File: config.mk
export PLATFORM = sky130hd
export DESIGN_NAME = prc_cache_policy_top
export DESIGN_NICKNAME = d
export VERILOG_FILES = /design/src/rtl/prc_pkg.sv /design/src/rtl/prc_region_table.sv /design/src/rtl/prc_range_guard.sv /design/src/rtl/prc_policy_resolve.sv /design/src/rtl/prc_cache_policy_top.sv
export SDC_FILE = /design/constraint.sdc
export NUM_CORES = 1
export LEC_CHECK = 0
export BUFFER_PORTS_ARGS = -buffer_cell sky130_fd_sc_hd__buf_2
export CAP_MARGIN = 0
export CORE_AREA = 2 2 89 91
export DETAILED_ROUTE_END_ITERATION = 12
export DIE_AREA = 0 0 91 93
export PLACE_DENSITY_LB_ADDON = 0.1
export REMOVE_ABC_BUFFERS = 1
export SLEW_MARGIN = 10
export SYNTH_ARGS = -nofsm -noshare
export SYNTH_HDL_FRONTEND = slang
export SYNTH_SLANG_ARGS = --single-unit
File: constraint.sdc
create_clock -name clk -period 4.05 [get_ports clk]
set_clock_uncertainty 0.2 [all_clocks]
set_input_delay 1.0125 -clock clk [delete_from_list [all_inputs] [get_ports clk]]
set_output_delay 1.0125 -clock clk [all_outputs]
set_load 0.05 [all_outputs]
File: src/rtl/prc_pkg.sv
package prc_pkg;
   typedef enum logic {
      POL_UC = 1'b0,
      POL_WB = 1'b1
   } cpol_e;
endpackage

File: src/rtl/prc_region_table.sv
module prc_region_table
   import prc_pkg::*;
#(
   parameter int    REGION_BITS = 3,
   parameter cpol_e RESET_POL   = POL_UC
) (
   input  logic                   clk,
   input  logic                   rst_n,
   input  logic                   wr_en,
   input  logic [REGION_BITS-1:0] wr_idx,
   input  cpol_e                  wr_pol,
   input  logic [REGION_BITS-1:0] rd_idx,
   output cpol_e                  rd_pol
);
   localparam int NREG = 1 << REGION_BITS;

   logic [NREG-1:0] pol_q;

   for (genvar gi = 0; gi < NREG; gi++) begin : g_entry
      always_ff @(posedge clk) begin
         if (!rst_n)
            pol_q[gi] <= RESET_POL;
         else if (wr_en && (wr_idx == REGION_BITS'(gi)))
            pol_q[gi] <= wr_pol;
      end
   end

   assign rd_pol = cpol_e'(pol_q[rd_idx]);

   // a write never disturbs more than one entry
   p_one_entry_r3: assert property (@(posedge clk) disable iff (!rst_n)
      $countones(pol_q ^ $past(pol_q)) <= 1);
endmodule

File: src/rtl/prc_range_guard.sv
module prc_range_guard
   import prc_pkg::*;
#(
   parameter int ADDR_W = 16
) (
   input  logic              clk,
   input  logic              rst_n,
   input  logic              priv,
   input  logic              wr_en,
   input  logic [ADDR_W-1:0] wr_base,
   input  logic [ADDR_W-1:0] wr_mask,
   input  logic              wr_match_en,
   input  cpol_e             wr_pol,
   input  logic [ADDR_W-1:0] addr,
   output logic              hit,
   output cpol_e             hit_pol
);
   logic [ADDR_W-1:0] base_q, mask_q;
   logic              en_q;
   cpol_e             pol_q;

   always_ff @(posedge clk) begin
      if (!rst_n) begin
         base_q <= '0;
         mask_q <= '0;
         en_q   <= 1'b0;
         pol_q  <= POL_UC;
      end else if (wr_en && priv) begin
         base_q <= wr_base;
         mask_q <= wr_mask;
         en_q   <= wr_match_en;
         pol_q  <= wr_pol;
      end
   end

   assign hit     = en_q && ((addr & mask_q) == (base_q & mask_q));
   assign hit_pol = pol_q;

   // without privilege the range register is frozen
   p_locked_r6: assert property (@(posedge clk) disable iff (!rst_n)
      !($past(priv) && $past(wr_en)) |->
         ($stable(base_q) && $stable(mask_q) && $stable(en_q) && $stable(pol_q)));

   // a disabled range never reports a hit
   p_no_hit_disabled_r7: assert property (@(posedge clk) disable iff (!rst_n)
      !en_q |-> !hit);
endmodule

File: src/rtl/prc_policy_resolve.sv
module prc_policy_resolve
   import prc_pkg::*;
(
   input  logic  priv,
   input  logic  hit,
   input  cpol_e range_pol,
   input  cpol_e table_pol,
   output cpol_e pol
);
   always_comb begin
      if (!hit)
         pol = table_pol;
      else if (priv)
         pol = range_pol;
      else
         pol = POL_UC;
   end
endmodule

File: src/rtl/prc_cache_policy_top.sv
module prc_cache_policy_top
   import prc_pkg::*;
#(
   parameter int ADDR_W      = 16,
   parameter int REGION_BITS = 3
) (
   input  logic                   clk,
   input  logic                   rst_n,
   input  logic                   acc_valid,
   input  logic [ADDR_W-1:0]      acc_addr,
   input  logic                   acc_priv,
   input  logic                   rr_wr,
   input  logic [ADDR_W-1:0]      rr_base,
   input  logic [ADDR_W-1:0]      rr_mask,
   input  logic                   rr_match_en,
   input  logic                   rr_pol,
   input  logic                   tbl_wr,
   input  logic [REGION_BITS-1:0] tbl_idx,
   input  logic                   tbl_pol,
   output logic                   res_valid,
   output logic [ADDR_W-1:0]      res_addr,
   output logic                   res_pol
);
   localparam int IDX_LSB = ADDR_W - REGION_BITS;

   if (REGION_BITS < 1 || REGION_BITS > ADDR_W) begin : g_bad_regions
      $error("REGION_BITS must lie between 1 and ADDR_W");
   end
   if (ADDR_W < 2) begin : g_bad_addr
      $error("ADDR_W must be at least 2");
   end

   logic [REGION_BITS-1:0] rd_idx;
   cpol_e                  tbl_rd_pol, rng_pol, res_pol_d;
   logic                   rng_hit;

   assign rd_idx = acc_addr[ADDR_W-1:IDX_LSB];

   prc_region_table #(.REGION_BITS(REGION_BITS), .RESET_POL(POL_UC)) u_table (
      .clk    (clk),
      .rst_n  (rst_n),
      .wr_en  (tbl_wr),
      .wr_idx (tbl_idx),
      .wr_pol (cpol_e'(tbl_pol)),
      .rd_idx (rd_idx),
      .rd_pol (tbl_rd_pol)
   );

   prc_range_guard #(.ADDR_W(ADDR_W)) u_range (
      .clk         (clk),
      .rst_n       (rst_n),
      .priv        (acc_priv),
      .wr_en       (rr_wr),
      .wr_base     (rr_base),
      .wr_mask     (rr_mask),
      .wr_match_en (rr_match_en),
      .wr_pol      (cpol_e'(rr_pol)),
      .addr        (acc_addr),
      .hit         (rng_hit),
      .hit_pol     (rng_pol)
   );

   prc_policy_resolve u_resolve (
      .priv      (acc_priv),
      .hit       (rng_hit),
      .range_pol (rng_pol),
      .table_pol (tbl_rd_pol),
      .pol       (res_pol_d)
   );

   always_ff @(posedge clk) begin
      if (!rst_n) begin
         res_valid <= 1'b0;
         res_addr  <= '0;
         res_pol   <= POL_UC;
      end else begin
         res_valid <= acc_valid;
         if (acc_valid) begin
            res_addr <= acc_addr;
            res_pol  <= res_pol_d;
         end
      end
   end

   // unprivileged hit never leaves as write-back
   p_unpriv_hit_uc_r4: assert property (@(posedge clk) disable iff (!rst_n)
      (acc_valid && !acc_priv && rng_hit) |=> (res_pol == POL_UC));

   // privileged hit carries the range policy
   p_priv_hit_range_r5: assert property (@(posedge clk) disable iff (!rst_n)
      (acc_valid && acc_priv && rng_hit) |=> (res_pol == $past(rng_pol)));

   // a miss carries the table entry
   p_miss_table_r2: assert property (@(posedge clk) disable iff (!rst_n)
      (acc_valid && !rng_hit) |=> (res_pol == $past(tbl_rd_pol)));

   // address travels with the access
   p_addr_follow_r8: assert property (@(posedge clk) disable iff (!rst_n)
      acc_valid |=> (res_valid && res_addr == $past(acc_addr)));
endmodule

==> results.py, run 1 <==
metrics = {
    "outcome": {
        "status": "completed",
    },
    "setup_path": {
        "path_buf_inv": 1,
        "critPathMaxFanout": 21,
        "cp_top_family": "buffers and inverters",
        "r2r-end": "res_pol",
        "startpoint_type": "input port",
        "worstRegToRegCells": 4,
        "worstPathCellList": "buf_2 -> o21ai_0 -> o32ai_1 -> nand2_1 -> mux2i_1",
        "rr_startpoint": "u_range.base_q[9]",
        "cp.required_ns": 4.10,
        "critPathKind": "in -> reg",
        "crit_arrival_ns": 2.21,
        "slowest_delay_ns": 0.51,
        "reg2reg_slack_ns": 2.44,
        "end_kind": "flip-flop",
        "slowest_stage": "buf_2",
    },
    "placed_design": {
        "io_buffers": 77,
        "post_dp_cell_area_sq_mm": 0.003043,
        "hpwlAfterDp_um": 3791,
        "gp_congestion": 0.7302,
    },
    "clock_tree": {
        "clockBufferDepth": 2,
        "cts_tree": "built",
        "clock-sinks": 60,
        "htreeDepth": 3,
        "cts_buffers": 9,
        "root_buffer": "clkbuf_8",
        "cts_setup_buffers": 0,
        "clk_latency_ns": 0.32,
        "cts-resized-gates": 0,
        "holdBufCountCts": 0,
        "path_clk_slew_ns": 0.06,
    },
    "logic_synthesis": {
        "synth.avg_cell_area_sq_um": 9.172,
        "synthCells": 281,
        "syn_area_sq_mm": 0.002577,
        "synth_top_family_by_area": "simple AND/OR/NAND/NOR gates",
        "synth_compound_area_share_pct": 13.11,
        "ys_ff_latch": 60,
        "synthSimpleGateAreaFrac_pct": 21.12,
        "synthAdderAreaFrac_pct": 0,
        "yosys_warnings": 0,
        "synth-xor-area-share_pct": 5.437,
        "synth_sequential_area_ratio_pct": 46.60,
        "synth_mux_area_share_pct": 11.17,
        "synth_cell_types": 26,
    },
    "grt": {
        "first_global_vias": 1981,
        "overflow": 0,
        "grt_max_degree": 62,
        "grt_antenna_before_repair": 1,
        "grt_pass1_wl_um": 9528,
        "grt_use_total_pct": 14.38,
    },
    "final_layout": {
        "multiInputGateArea_sq_mm": 0.001310,
        "drive_above_1_share_pct": 26.18,
        "post-route-util_pct": 42.92,
        "ff_latch_area_sq_mm": 0.001201,
        "layout_commonest_cell": "buf_2",
        "nNetsFinal": 415,
        "finalInstanceArea_sq_mm": 0.003231,
        "area_growth_pct": 25.34,
        "fillCellCount": 840,
        "layout_common_cells": "buf_2 (77), nand2_1 (73), dfxtp_1 (60), a21boi_1 (34)",
        "antenna_cells": 0,
    },
    "sta": {
        "max_clock_freq_ghz": 0.4636,
        "hold_viol_final": 0,
        "finalSetupViolations": 0,
        "whs_ns": 0.2542,
        "maxSlewHeadroom_pct": 39.63,
        "worst-slew-pin-transition_ns": 0.9056,
        "finalSetupTns_ns": 0,
        "period_share_pct": 53.26,
        "drv_slew": 0,
        "period_minus_slack_ns": 2.157,
        "rsz0062_at_grt": "no",
    },
    "pwr": {
        "power_frac_seq_pct": 48.1,
        "combPwrFrac_pct": 13.7,
        "irDropWorstVdd_mv": 0.2183,
        "power_density_mw_per_mm2": 406.4,
        "swShare_pct": 25.70,
        "leakage_nw": 1.424,
        "clkPwrFrac_pct": 38.2,
        "power.switching_w": 0.0003374,
        "intPower_w": 0.0009754,
    },
    "run": {
        "cap_violations": 0,
    },
    "drt": {
        "firstDrtPassIters": 4,
        "met1Wirelength_um": 2738,
        "drtIter0Drc": 99,
        "wire_per_inst_um": 12.49,
        "avgViaCountPerCell": 4.484,
        "met2_length_um": 2603,
        "drc": 0,
        "postRouteAntennaNets": 0,
        "num_vias": 2067,
        "routed_wl_um": 5758,
        "met3WireLength_um": 301,
        "highest_layer": "met4",
    },
    "floorplan": {
        "dieArea_sq_mm": 0.008463,
        "start_util_pct": 34.24,
        "die_width_um": 91,
        "row_count": 32,
        "die_h_um": 93,
        "core-area_sq_mm": 0.007527,
        "ioPinCount": 78,
    },
    "min_path": {
        "hold_class": "reg -> reg",
        "whs_endpoint": "u_range.mask_q[2]",
        "hold_path_depth": 2,
        "min_from": "u_range.mask_q[2]",
    },
}
-- kinds of logic (layout without fill, tap and decap cells) --
family | Yosys count | count (layout)
mux | 27 | 27
buf+inv | 17 | 95
simple gates | 116 | 116
xor+xnor | 16 | 16
flops | 60 | 60
compound gates | 45 | 45
-- worst reg2reg max path, stage by stage, from the launching register on --
cell      delay (ns)
dfxtp_1         0.32
xor2_1          0.15
a222oi_1        0.36
nor3b_1         0.31
mux2i_1         0.20
-- metal layers --
layer	GRT usage, %	up-vias
met3	4.110	9
met4	7.197	0
li1	-	1087
met2	21.60	44
met1	18.90	927
met5	0	-
-- power groups by stage --
stage | Sequential, W | Combinational, W | Clock (W)
2_1_floorplan | 0.000680 | 0.0000694 | 0
3_3_place_gp | 0.000644 | 0.000182 | 0
3_5_place_dp | 0.000645 | 0.000183 | 0
4_1_cts | 0.000632 | 0.000183 | 0.000517
5_1_grt | 0.000635 | 0.000199 | 0.000546
6_report | 0.000632 | 0.000179 | 0.000502
-- stage by stage --
step / worst slack, ns / total power [W] / instances
2_1_floorplan: 1.885 / 0.0007490 / 265
3_3_place_gp: 1.568 / 0.0008260 / 446
3_5_place_dp: 1.533 / 0.0008275 / 446
4_1_cts: 1.870 / 0.001332 / 461
5_1_grt: 1.790 / 0.001379 / 461
6_report: 1.893 / 0.001313 / 461
-- sequential cells by signal, summed over array words and instances (netlist names) --
name	count
res_addr	16
res_pol	1
res_valid	1
u_range.base_q	16
u_range.en_q	1
u_range.hit_pol	1
u_range.mask_q	16
u_table.pol_q	8
-- worst max-delay path by stage --
stage                            start  endpoint  slack, ns  cells after the start
after floorplan           acc_addr[14]   res_pol       1.88                      5
after global placement       acc_valid   res_pol       1.57                      5
after detailed placement     acc_valid   res_pol       1.53                      5
after CTS                    acc_valid   res_pol       1.87                      5
after global routing         acc_valid   res_pol       1.79                      5
final                        acc_valid   res_pol       1.89                      5
-- synth_stat cells, drive strengths merged --
cell,number,area (sq um)
a2111oi,1,8.760
a21boi,34,255.2
a222oi,1,10.01
a22oi,6,45.04
and2,2,12.51
and2b,1,7.510
buf,1,5.000
clkbuf,15,57.55
dfxtp,60,1201
inv,1,3.750
mux2,1,11.26
mux2i,25,250.2
mux4,1,26.28
nand2,73,274.0
nand2b,2,12.51
nand3,2,10.01
nand4,3,18.77
nand4b,2,17.52
nor2,2,7.510
nor2b,25,156.4
nor3,1,5.000
nor3b,3,22.52
o21ai,2,10.01
o32ai,1,8.760
xor2,16,140.1
-- cell type report --
cell class	count	share of cell area, %
Clock buffer	14	5.655
Timing Repair Buffer	79	12.39
Sequential cell	60	37.18
Inverter	1	0.1162
Clock inverter	1	0.1549
Multi-Input combinational cell	204	40.55
Tap cell	102	3.950
Power figures use the tool's default switching activity.
==> inputs of run 2 (changes only) <==
ABC_AREA = 1   (was default)
clock period = 1.9 ns   (was 4.05 ns; I/O delays follow)
==> results.py, run 2 <==
metrics = {
    "setup_path": {
        "cp.required_ns": 1.22,
        "slowest_stage": "dfxtp_1",
        "cp_top_family": "flip-flops",
        "slowest_delay_ns": 0.36,
        "end_kind": "primary output",
        "worstPathCellList": "buf_2",
        "critPathKind": "reg -> out",
        "critPathMaxFanout": 2,
        "startpoint_type": "flip-flop",
        "path_buf_inv": 1,
        "crit_arrival_ns": 0.96,
    },
    "final_layout": {
        "antenna_cells": 0,
        "nNetsFinal": 510,
        "area_growth_pct": 29.53,
        "layout_common_cells": "buf_2 (77), nor2_1 (73), dfxtp_1 (60), nand2_1 (47), o21ai_1 (45)",
        "finalInstanceArea_sq_mm": 0.003342,
        "stdcell_count": 557,
        "post-route-util_pct": 44.40,
        "drive_above_1_share_pct": 24.62,
        "layout_commonest_cell": "buf_2",
        "top_regs": "res_addr (16), u_range.base_q (16), u_range.mask_q (16)",
    },
    "clock_tree": {
        "cts_tree": "built",
        "path_clk_slew_ns": 0.07,
        "htreeDepth": 3,
        "clock-sinks": 60,
        "clk_latency_ns": 0.33,
        "holdBufCountCts": 0,
        "cts_buffers": 9,
        "root_buffer": "clkbuf_8",
        "cts_setup_buffers": 0,
        "clockBufferDepth": 2,
        "cts-resized-gates": 0,
    },
    "logic_synthesis": {
        "syn_area_sq_mm": 0.002580,
        "ys_top_cells_by_count": "nor2_1 (73), dfxtp_1 (60), nand2_1 (47)",
        "synth_cell_types": 21,
        "synth_sequential_area_ratio_pct": 46.56,
        "synthArstFlopShare_pct": 0,
        "yosysMostFrequentCell": "nor2_1",
        "yosys_warnings": 0,
        "synth.avg_cell_area_sq_um": 6.935,
        "ys_ff_latch": 60,
        "synth_area_leaders": "dfxtp_1 (47%), nor2_1 (11%), o21ai_1 (8.7%), nand2_1 (6.8%), a21oi_1 (5.8%)",
        "yosysTopAreaCellShare_pct": 46.56,
        "synthCells": 372,
        "synth_ff_type": "dfxtp_1",
        "synth_top_area_cell": "dfxtp_1",
        "synth_edf_count": 0,
    },
    "sta": {
        "finalSetupViolations": 0,
        "drv_slew": 0,
        "rsz0062_at_grt": "no",
        "finalSetupTns_ns": 0,
        "worst-slew-pin-transition_ns": 0.4303,
        "period_share_pct": 86.16,
        "hold_viol_final": 0,
        "maxSlewHeadroom_pct": 71.27,
        "max_clock_freq_ghz": 0.6109,
        "worst_slack_ns": 0.2630,
        "period_minus_slack_ns": 1.637,
    },
    "drt": {
        "wire_per_inst_um": 11.74,
        "avgViaCountPerCell": 4.564,
        "num_vias": 2542,
        "routed_wl_um": 6541,
        "drtIter0Drc": 55,
        "firstDrtPassIters": 6,
        "postRouteAntennaNets": 0,
        "drc": 0,
    },
    "placed_design": {
        "hpwlAfterDp_um": 4711,
        "post_dp_cell_area_sq_mm": 0.003092,
        "dp_cells": 541,
        "gp_congestion": 0.7883,
        "dp_slack_ns": 0.1893,
        "io_buffers": 77,
    },
    "grt": {
        "grt_use_total_pct": 16.48,
        "grt_antenna_before_repair": 0,
        "first_global_vias": 2460,
        "grt_pass1_wl_um": 11250,
        "overflow": 0,
        "grt_max_degree": 35,
    },
    "pwr": {
        "power_frac_seq_pct": 41.9,
        "combPwrFrac_pct": 14.4,
        "leakage_nw": 1.570,
        "power.switching_w": 0.0008429,
        "swShare_pct": 25.66,
        "power_density_mw_per_mm2": 983.0,
        "irDropWorstVdd_mv": 0.4015,
        "clkPwrFrac_pct": 43.7,
        "intPower_w": 0.002442,
    },
    "floorplan": {
        "start_util_pct": 34.28,
        "ioPinCount": 78,
        "die_h_um": 93,
        "dieArea_sq_mm": 0.008463,
        "die_width_um": 91,
        "core-area_sq_mm": 0.007527,
        "row_count": 32,
    },
    "outcome": {
        "status": "completed",
    },
    "min_path": {
        "hold_class": "in -> reg",
    },
    "run": {
        "cap_violations": 0,
    },
}
run 2: cell count changes after synthesis, moves of 5 or more:
cell      before  now
inv_2          0    6
mux2i_1       25    0
o21ai_1        0   45
nand2_1       73   47
clkbuf_1      14    9
xor2_1        16    0
nand3_1        2   28
nor2_1         2   73
o21ai_0        2   20
a21boi_1      34    0
nor2b_1       25    0
a21oi_1        0   30
a22oi_1        6    0
inv_1          1   34
run 2: power by group through the flow:
stage	Combinational, W	Sequential, W	Clock [W]
global route	0.000534	0.00139	0.00154
global placement	0.000474	0.00140	0
CTS	0.000479	0.00138	0.00148
floorplan	0.000202	0.00149	0
finish	0.000472	0.00138	0.00144
detailed placement	0.000477	0.00141	0
run 2: path summary, 6_finish.rpt:
path / start / end / slack, ns / cells past startpoint
max: res_pol / res_pol / 0.26 / 1
max reg2reg: u_range.base_q[11] / res_pol / 0.48 / 8
min reg2reg: u_range.base_q[5] / u_range.base_q[5] / 0.27 / 2
min: rr_mask[3] / u_range.mask_q[3] / 0.18 / 3
run 2: layer usage:
metal	share of wire, %	global-route usage (%)
met5	0	0
met4	1.3	6.439
met3	5.8	4.190
met2	44	25.93
met1	49	21.76
run 2: kinds of logic (layout without fill, tap and decap cells):
kind of cell	after synthesis	after routing	synth area share, %
buffers and inverters	57	140	8.584
flip-flops	60	60	46.56
AND/OR/NAND/NOR	156	156	25.12
AO/OA/AOI/OAI	99	99	19.74
run 2: metrics by stage:
step / total power [W] / hold slack [ns]
6_report: 0.003285 / 0.1843
5_1_grt: 0.003463 / 0.1871
3_3_place_gp: 0.001877 / 0.2549
2_1_floorplan: 0.001690 / 0.2441
3_5_place_dp: 0.001882 / 0.2585
4_1_cts: 0.003333 / 0.1705
run 2: layout make-up:
class                   count  area (sq um)
fillers                   829          4185
flip-flops and latches     60          1201
multi-input cells         255          1157
repair buffers             82         447.9
inverters                  42         157.7
clock buffers              12         155.1
well taps                 102         127.6
clock inverters             4         95.09
